[src/rtl/stx_pkg.sv]
package stx_pkg;
  localparam int DATA_W  = 9;
  localparam int FRAME_W = DATA_W + 3;
  localparam int LEN_W   = $clog2(FRAME_W + 1);

  typedef enum logic [1:0] {
    K_DATA  = 2'b00,
    K_IDLE  = 2'b01,
    K_BREAK = 2'b10,
    K_RSVD  = 2'b11
  } stx_kind_e;

  // Number of data bits in the active word length.
  function automatic int stx_nbits(logic nine);
    return nine ? DATA_W : DATA_W - 1;
  endfunction

  // Parity over the bits below the top data position.
  function automatic logic stx_parity(logic [DATA_W-1:0] d, logic nine, logic odd);
    logic p;
    p = odd;
    for (int i = 0; i < DATA_W - 1; i++)
      if (i < stx_nbits(nine) - 1) p = p ^ d[i];
    return p;
  endfunction

  // Line bits of the frame in send order (index 0 goes first).
  function automatic logic [FRAME_W-1:0] stx_frame(stx_kind_e k, logic nine,
                                                   logic pen, logic podd,
                                                   logic [DATA_W-1:0] d);
    logic [FRAME_W-1:0] f;
    int n;
    n = stx_nbits(nine);
    if (k == K_IDLE) begin
      f = '1;
    end else if (k == K_BREAK) begin
      f = '0;
      for (int i = 0; i < FRAME_W; i++)
        if (i == n + 2) f[i] = 1'b1;
    end else begin
      f = '1;
      f[0] = 1'b0;
      for (int i = 0; i < DATA_W; i++)
        if (i < n) f[i+1] = (pen && i == n - 1) ? stx_parity(d, nine, podd) : d[i];
    end
    return f;
  endfunction

  function automatic logic [LEN_W-1:0] stx_len(stx_kind_e k, logic nine);
    return LEN_W'(stx_nbits(nine) + ((k == K_BREAK) ? 3 : 2));
  endfunction
endpackage

[src/rtl/stx_baud.sv]
module stx_baud #(
  parameter int DIV_W = 8
) (
  input  logic             clk,
  input  logic             rst_n,
  input  logic             run,
  input  logic [DIV_W-1:0] div,
  output logic             tick
);
  logic [DIV_W-1:0] cnt_q;

  assign tick = run && (cnt_q == div);

  always_ff @(posedge clk or negedge rst_n) begin
    if (!rst_n)            cnt_q <= '0;
    else if (!run || tick) cnt_q <= '0;
    else                   cnt_q <= cnt_q + 1'b1;
  end
endmodule

[src/rtl/stx_frame_build.sv]
module stx_frame_build
  import stx_pkg::*;
(
  input  stx_kind_e           kind,
  input  logic                nine,
  input  logic                pen,
  input  logic                podd,
  input  logic [DATA_W-1:0]   data,
  output logic [FRAME_W-1:0]  frame,
  output logic [LEN_W-1:0]    len
);
  always_comb begin
    frame = stx_frame(kind, nine, pen, podd, data);
    len   = stx_len(kind, nine);
  end
endmodule

[src/rtl/serial_tx_engine.sv]
module serial_tx_engine
  import stx_pkg::*;
#(
  parameter int DIV_W = 8
) (
  input  logic              clk,
  input  logic              rst_n,
  input  logic [DIV_W-1:0]  div_i,
  input  logic              nine_i,
  input  logic              par_en_i,
  input  logic              par_odd_i,
  input  logic [1:0]        kind_i,
  input  logic [DATA_W-1:0] data_i,
  input  logic              load_i,
  output logic              busy_o,
  output logic              done_o,
  output logic              txd_o
);
  logic [FRAME_W-1:0] frame_w, frame_q;
  logic [LEN_W-1:0]   len_w, len_q, idx_q;
  stx_kind_e          kind_q;
  logic               busy_q, done_q, txd_q;
  logic               tick_w, accept_w, last_w;

  assign accept_w = load_i && !busy_q;
  assign last_w   = (idx_q == len_q - 1'b1);

  stx_baud #(.DIV_W(DIV_W)) u_baud (
    .clk(clk), .rst_n(rst_n), .run(busy_q), .div(div_i), .tick(tick_w)
  );

  stx_frame_build u_build (
    .kind(stx_kind_e'(kind_i)), .nine(nine_i), .pen(par_en_i), .podd(par_odd_i),
    .data(data_i), .frame(frame_w), .len(len_w)
  );

  always_ff @(posedge clk or negedge rst_n) begin
    if (!rst_n) begin
      frame_q <= '0;
      len_q   <= '0;
      idx_q   <= '0;
      kind_q  <= K_DATA;
      busy_q  <= 1'b0;
      done_q  <= 1'b0;
      txd_q   <= 1'b1;
    end else begin
      done_q <= 1'b0;
      if (accept_w) begin
        frame_q <= frame_w;
        len_q   <= len_w;
        idx_q   <= '0;
        kind_q  <= stx_kind_e'(kind_i);
        busy_q  <= 1'b1;
        txd_q   <= frame_w[0];
      end else if (tick_w) begin
        if (last_w) begin
          busy_q <= 1'b0;
          done_q <= 1'b1;
          txd_q  <= 1'b1;
        end else begin
          idx_q <= idx_q + 1'b1;
          txd_q <= frame_q[idx_q + 1'b1];
        end
      end
    end
  end

  assign busy_o = busy_q;
  assign done_o = done_q;
  assign txd_o  = txd_q;
endmodule

[config.mk]
export PLATFORM = sky130hd
export DESIGN_NAME = serial_tx_engine
export DESIGN_NICKNAME = d
export VERILOG_FILES = /design/src/rtl/stx_pkg.sv /design/src/rtl/stx_baud.sv /design/src/rtl/stx_frame_build.sv /design/src/rtl/serial_tx_engine.sv
export SDC_FILE = /design/constraint.sdc
export NUM_CORES = 1
export LEC_CHECK = 0
export BUFFER_PORTS_ARGS = -buffer_cell sky130_fd_sc_hd__buf_2
export CORE_UTILIZATION = 51
export CTS_CLUSTER_DIAMETER = 40
export CTS_CLUSTER_SIZE = 8
export DETAILED_ROUTE_END_ITERATION = 7
export GPL_TIMING_DRIVEN = 0
export PLACE_DENSITY = 0.77
export SLEW_MARGIN = 20
export SYNTH_ARGS = -nofsm -noshare
export SYNTH_HDL_FRONTEND = slang
export SYNTH_HIERARCHICAL = 1
export SYNTH_SLANG_ARGS = --single-unit
[constraint.sdc]
create_clock -name clk -period 2 [get_ports clk]
set_input_delay 0.4 -clock clk [delete_from_list [all_inputs] [get_ports clk]]
set_output_delay 0.4 -clock clk [all_outputs]
set_load 0.02 [all_outputs]
---- Word level (Yosys, flattened, before mapping) ----
Cells that the tools add are included.
word-level totals
  register bits after elaboration ......... 31
  output and inout bits ................... 3
  word-level logic and storage cells ...... 440
cells by class
  add/subtract/negate cells ............... 6
  magnitude comparators ................... 18
  equality and inequality tests ........... 24
  multiplexer cells ....................... 302
  bitwise logic cells ..................... 64
  reduce and logical (&&, ||, !) cells .... 19
operators by type and width
  operator                                              number
  two-way mux 1 bit                                     295
  equality test 4 x 32 -> 1 bit (first input constant)  8
  < comparator 4 x 32 -> 1 bit (first input constant)   7
  equality test 5 x 32 -> 1 bit (first input constant)  5
  equality test 3 x 32 -> 1 bit (first input constant)  4
  equality test 2 x 32 -> 1 bit (first input constant)  2
  logical NOT 32 bit                                    2
  < comparator 3 x 32 -> 1 bit (first input constant)   2
  bitwise XOR 1 bit                                     64
  < comparator 1 x 32 -> 1 bit (first input constant)   1
  < comparator 2 x 32 -> 1 bit (first input constant)   1
  < comparator 5 x 32 -> 1 bit (first input constant)   1
  subtractor 32 x 2 -> 32 bit (second input constant)   1
  two-way mux 12 bit                                    2
  two-way mux 4 bit                                     3
  logical AND 1 bit                                     11
  adder 8 x 1 -> 8 bit (second input constant)          1
  equality test 8 bit                                   1
  < comparator 1 x 4 -> 1 bit (first input constant)    2
  < comparator 2 x 4 -> 1 bit (first input constant)    2
  two-way mux 8 bit                                     1
  adder 4 x 2 -> 5 bit (second input constant)          1
  < comparator 4 x 5 -> 1 bit (second input constant)   1
  adder 4 x 1 -> 4 bit (second input constant)          1
  12 further kinds                                      14

---- Depth between registers and ports, before layout ----
  depth in word-level cells ............... 44
  gate-level depth with buffers ........... 7
  depth with buffers taken out ............ 7

---- Modules after synthesis ----
The synthesis kept the hierarchy.
by module, submodules not included
  module            times used  cells each  area each (µm²)  sequential area each (µm²)
  serial_tx_engine  1           118         1,171.1          576.8
  stx_baud          1           46          500.5            200.2
  stx_frame_build   1           39          299.0            0.0

---- Worst setup path before layout ----
No wires, ideal clock.
  path kind ............................... flip-flop to flip-flop
  from .................................... register u_baud.cnt_q[3]
  to ...................................... register idx_q[0]
  data arrival time ....................... 2.050 ns
  setup slack ............................. -0.174 ns
  cell stages (with the launch flop) ...... 8
  buffers on the path ..................... 1
  cells stage by stage .................... dfrtp_1 -> buf_6 -> xor2_2 -> nor4_2 -> and3_1 -> nor2_1 -> a31oi_2 -> mux2_2
between the ends
  word-level cells in the longest chain between the ends .. 4
RTL lines
  what                                  RTL line                RTL
  start, declared                       stx_baud.sv:10          logic [DIV_W-1:0] cnt_q;
  start signal, assigned                stx_baud.sv:17          else cnt_q <= cnt_q + 1'b1;
  equality test 8 bit                   stx_baud.sv:12          assign tick = run && (cnt_q == div);
  logical AND 1 bit                     stx_baud.sv:12
  named net tick_w                      serial_tx_engine.sv:23  logic tick_w, accept_w, last_w;
  nonzero test 2 bit (no source line)   -
  AND reduction 2 bit (no source line)  -
  end signal, assigned                  serial_tx_engine.sv:61  idx_q <= idx_q + 1'b1;
  end, declared                         serial_tx_engine.sv:20  logic [LEN_W-1:0] len_w, len_q, idx_q;
The timed path passes the listed nets, and every way through them passes these cells.
A chain may end at the register's enable or synchronous reset.

---- Worst setup path in the final report ----
Same ends and word-level chain as after synthesis.

==> flow_summary.yaml <==
grt:
  grt_max_degree: 32
  gr-total-overflow: 0
  gr-usage-all-layers_pct: 20.92
  grt_pass1_vias: 1459
  grt_pass1_wl_um: 6423
  antenna_found_initial: 0
sta:
  worst_pin_slew_ns: 0.6694
  fin_skew_ns: 0.006302
  fin_crit_ns: 1.913
  slew_viol_final: 0
  finalSetupTns_ns: 0
  hold_viol: 0
  final-setup-viol-count: 0
  fin_crit_sh_pct: 95.67
  max_freq_mhz: 522.6
  maxSlewHeadroom_pct: 55.37
worst_setup_path:
  critPathTopFamily: "simple AND/OR/NAND/NOR gates"
  cp-end-kind: "register"
  rrSetupSlack_ns: 0.09
  start_kind: "register"
  path_class: "register to register"
  path_cells: "buf_6 > xor2_2 > nor4_4 > and3_4 > nor2_2 > a31oi_4 > mux2_4"
  critical_path_buf_inv_count: 1
  cp.required_ns: 2.17
  cp_slowest_cell: "dfrtp_1"
  crit_path_max_fanout: 4
  cp.arrival_ns: 2.08
  cp_slowest_stage_delay_ns: 0.37
layout:
  final_area_mm2: 0.002375
  antenna_cells: 0
  post-route-util_pct: 64.38
  final_common_cell: "nand2_1"
  layout-drive-gt1-share_pct: 26.72
  layout_common_cells: "53 x nand2_1, 30 x dfrtp_1, 29 x buf_2"
  syn2layout_area_growth_pct: 20.51
  fin_nets: 277
routing:
  ant_nets: 0
  dr_total_vias: 1520
  routed_wl_um: 3758
  wl_met1_um: 1716
  drc: 0
  drtIter0Drc: 84
  met2_length_um: 1807
  viasPerCell: 5.153
  dr.pass1.iters: 4
  post_drt_wl_per_cell_um: 12.74
  topRoutingLayerUsed: "met4"
  route.met3.wl_um: 149
floorplanning:
  dieArea_mm2: 0.004117
  die_x_um: 64.16
  start_util_pct: 53.43
  coreArea_mm2: 0.003689
  rows: 22
  dieHeight_um: 64.16
  pin_count: 28
clock_tree:
  hold_buffers: 0
  cts-root-buf: "clkbuf_8"
  clkTransAtPathRegs_ns: 0.06
  cts_tree: "done"
  cts_sinks: 31
  clock_latency_ns: 0.29
  cts_buffers: 5
  clock_path_buffers: 2
  htreeDepth: 2
yosys:
  synth_warnings: 6
  ys_ff_latch: 31
  syn_nets: 234
  synth_area_mm2: 0.001971
  syn_inst: 203
  synth-main-ff-cell: "dfrtp_1"
  ys_seq_area_share_pct: 39.43
  synth_edf_count: 0
  synthArstFlopShare_pct: 100.0
  syn_avg_cell_area_um2: 9.708
  yosysUniqueCellTypes: 43
placed_design:
  hpwlAfterDp_um: 2665
  post_dp_cell_area_mm2: 0.002207
  port_buffers: 27
  place.gp.congestion: 0.7596
pwr:
  leakagePower_nw: 1.143
  peakVddDrop_mv: 0.3696
  power_density_mw_per_mm2: 1088
min_path:
  hp-class: "input port to asynchronous set/reset pin"
run_status:
  outcome: "finished clean"
job:
  maxCapViolations: 0
-- cell usage after synthesis, types with 3 or more instances --
cell type | number | share of area, %
a211oi_1 | 5 | 1.9
a221oi_1 | 3 | 1.3
buf_6 | 4 | 2.3
dfrtp_1 | 30 | 38
ha_1 | 6 | 3.8
inv_1 | 12 | 2.3
maj3_1 | 7 | 3.6
mux4_1 | 3 | 4.0
nand2_1 | 53 | 10
nand2b_1 | 3 | 0.95
nand3_1 | 4 | 1.0
nor2_1 | 8 | 1.5
o21ai_0 | 6 | 1.5
or3_1 | 3 | 0.95
xnor2_1 | 11 | 4.9
xor2_1 | 11 | 4.9
-- flip-flops by register name (all words and copies together), names as in the netlist --
name,cells
txd_o,1
idx_q,4
u_baud/cnt_q,8
len_q,4
frame_q,12
done_o,1
busy_o,1
-- cell type report --
type                            instances  area (µm²)
Multi-Input combinational cell        150        1115
Fill cell                             317        1314
Sequential cell                        31       777.0
Inverter                               12       45.04
Clock buffer                            8       100.1
Buffer                                 10       75.07
Timing Repair Buffer                   36       202.7
Tap cell                               48       60.06
-- kinds of logic after synthesis --
| family | share of synthesized area, % |
|---|---|
| xor+xnor | 13.40 |
| mux | 6.222 |
| fa+ha+maj | 7.365 |
| other cells | 0.1903 |
| simple gates | 19.05 |
| buf+inv | 6.095 |
| flops | 39.43 |
| compound gates | 8.255 |
-- report_power, final --
group	total (mW)	internal (mW)	switching [mW]
logic	1.09	0.541	0.547
registers	0.961	0.803	0.158
clock network	0.536	0.313	0.222
total	2.58	1.66	0.928
-- metrics by stage --
| step | hold WS [ns] | total power, mW | setup WS, ns | instances |
|---|---|---|---|---|
| after detailed placement | 0.4572 | 2.020 | -0.3245 | 278 |
| after global placement | 0.4509 | 1.985 | -0.2683 | 278 |
| final | 0.1447 | 2.585 | 0.08667 | 295 |
| after global routing | 0.2091 | 2.764 | -0.002580 | 295 |
| after floorplan | 0.1044 | 1.797 | -0.009410 | 203 |
| after CTS | 0.1701 | 2.590 | 0.02268 | 288 |
-- layer usage --
| metal | up-vias | global-route usage (%) |
|---|---|---|
| li1 | 769 | - |
| met4 | 0 | 10.83 |
| met1 | 704 | 24.57 |
| met3 | 6 | 5.893 |
| met2 | 41 | 34.71 |
| met5 | - | 0 |
-- final timing paths --
check | startpoint | to | cells past startpoint
setup / recovery | u_baud/cnt_q[3] | idx_q[0] | 7
hold / removal | rst_n | u_baud/cnt_q[1] | 1
setup reg to reg | u_baud/cnt_q[3] | idx_q[0] | 7
hold reg to reg | frame_q[4] | frame_q[4] | 2
max in group asynchronous | rst_n | frame_q[6] | 1
min in group clk | load_i | busy_o | 3
-- repair_timing --
| action | in CTS | in global routing |
|---|---|---|
| setup endpoints to repair | 5 | 2 |
| cloned | 0 | 0 |
| pin swaps | 2 | 2 |
| gates resized for setup | 0 | 0 |
| buffers inserted | 2 | 7 |
-- worst reg2reg max path: stages, from the launching register on --
cell	delay (ns)
dfrtp_1	0.37
buf_6	0.12
xor2_2	0.15
nor4_4	0.31
and3_4	0.26
nor2_2	0.06
a31oi_4	0.22
mux2_4	0.32
(Power assumes the default switching activity.)
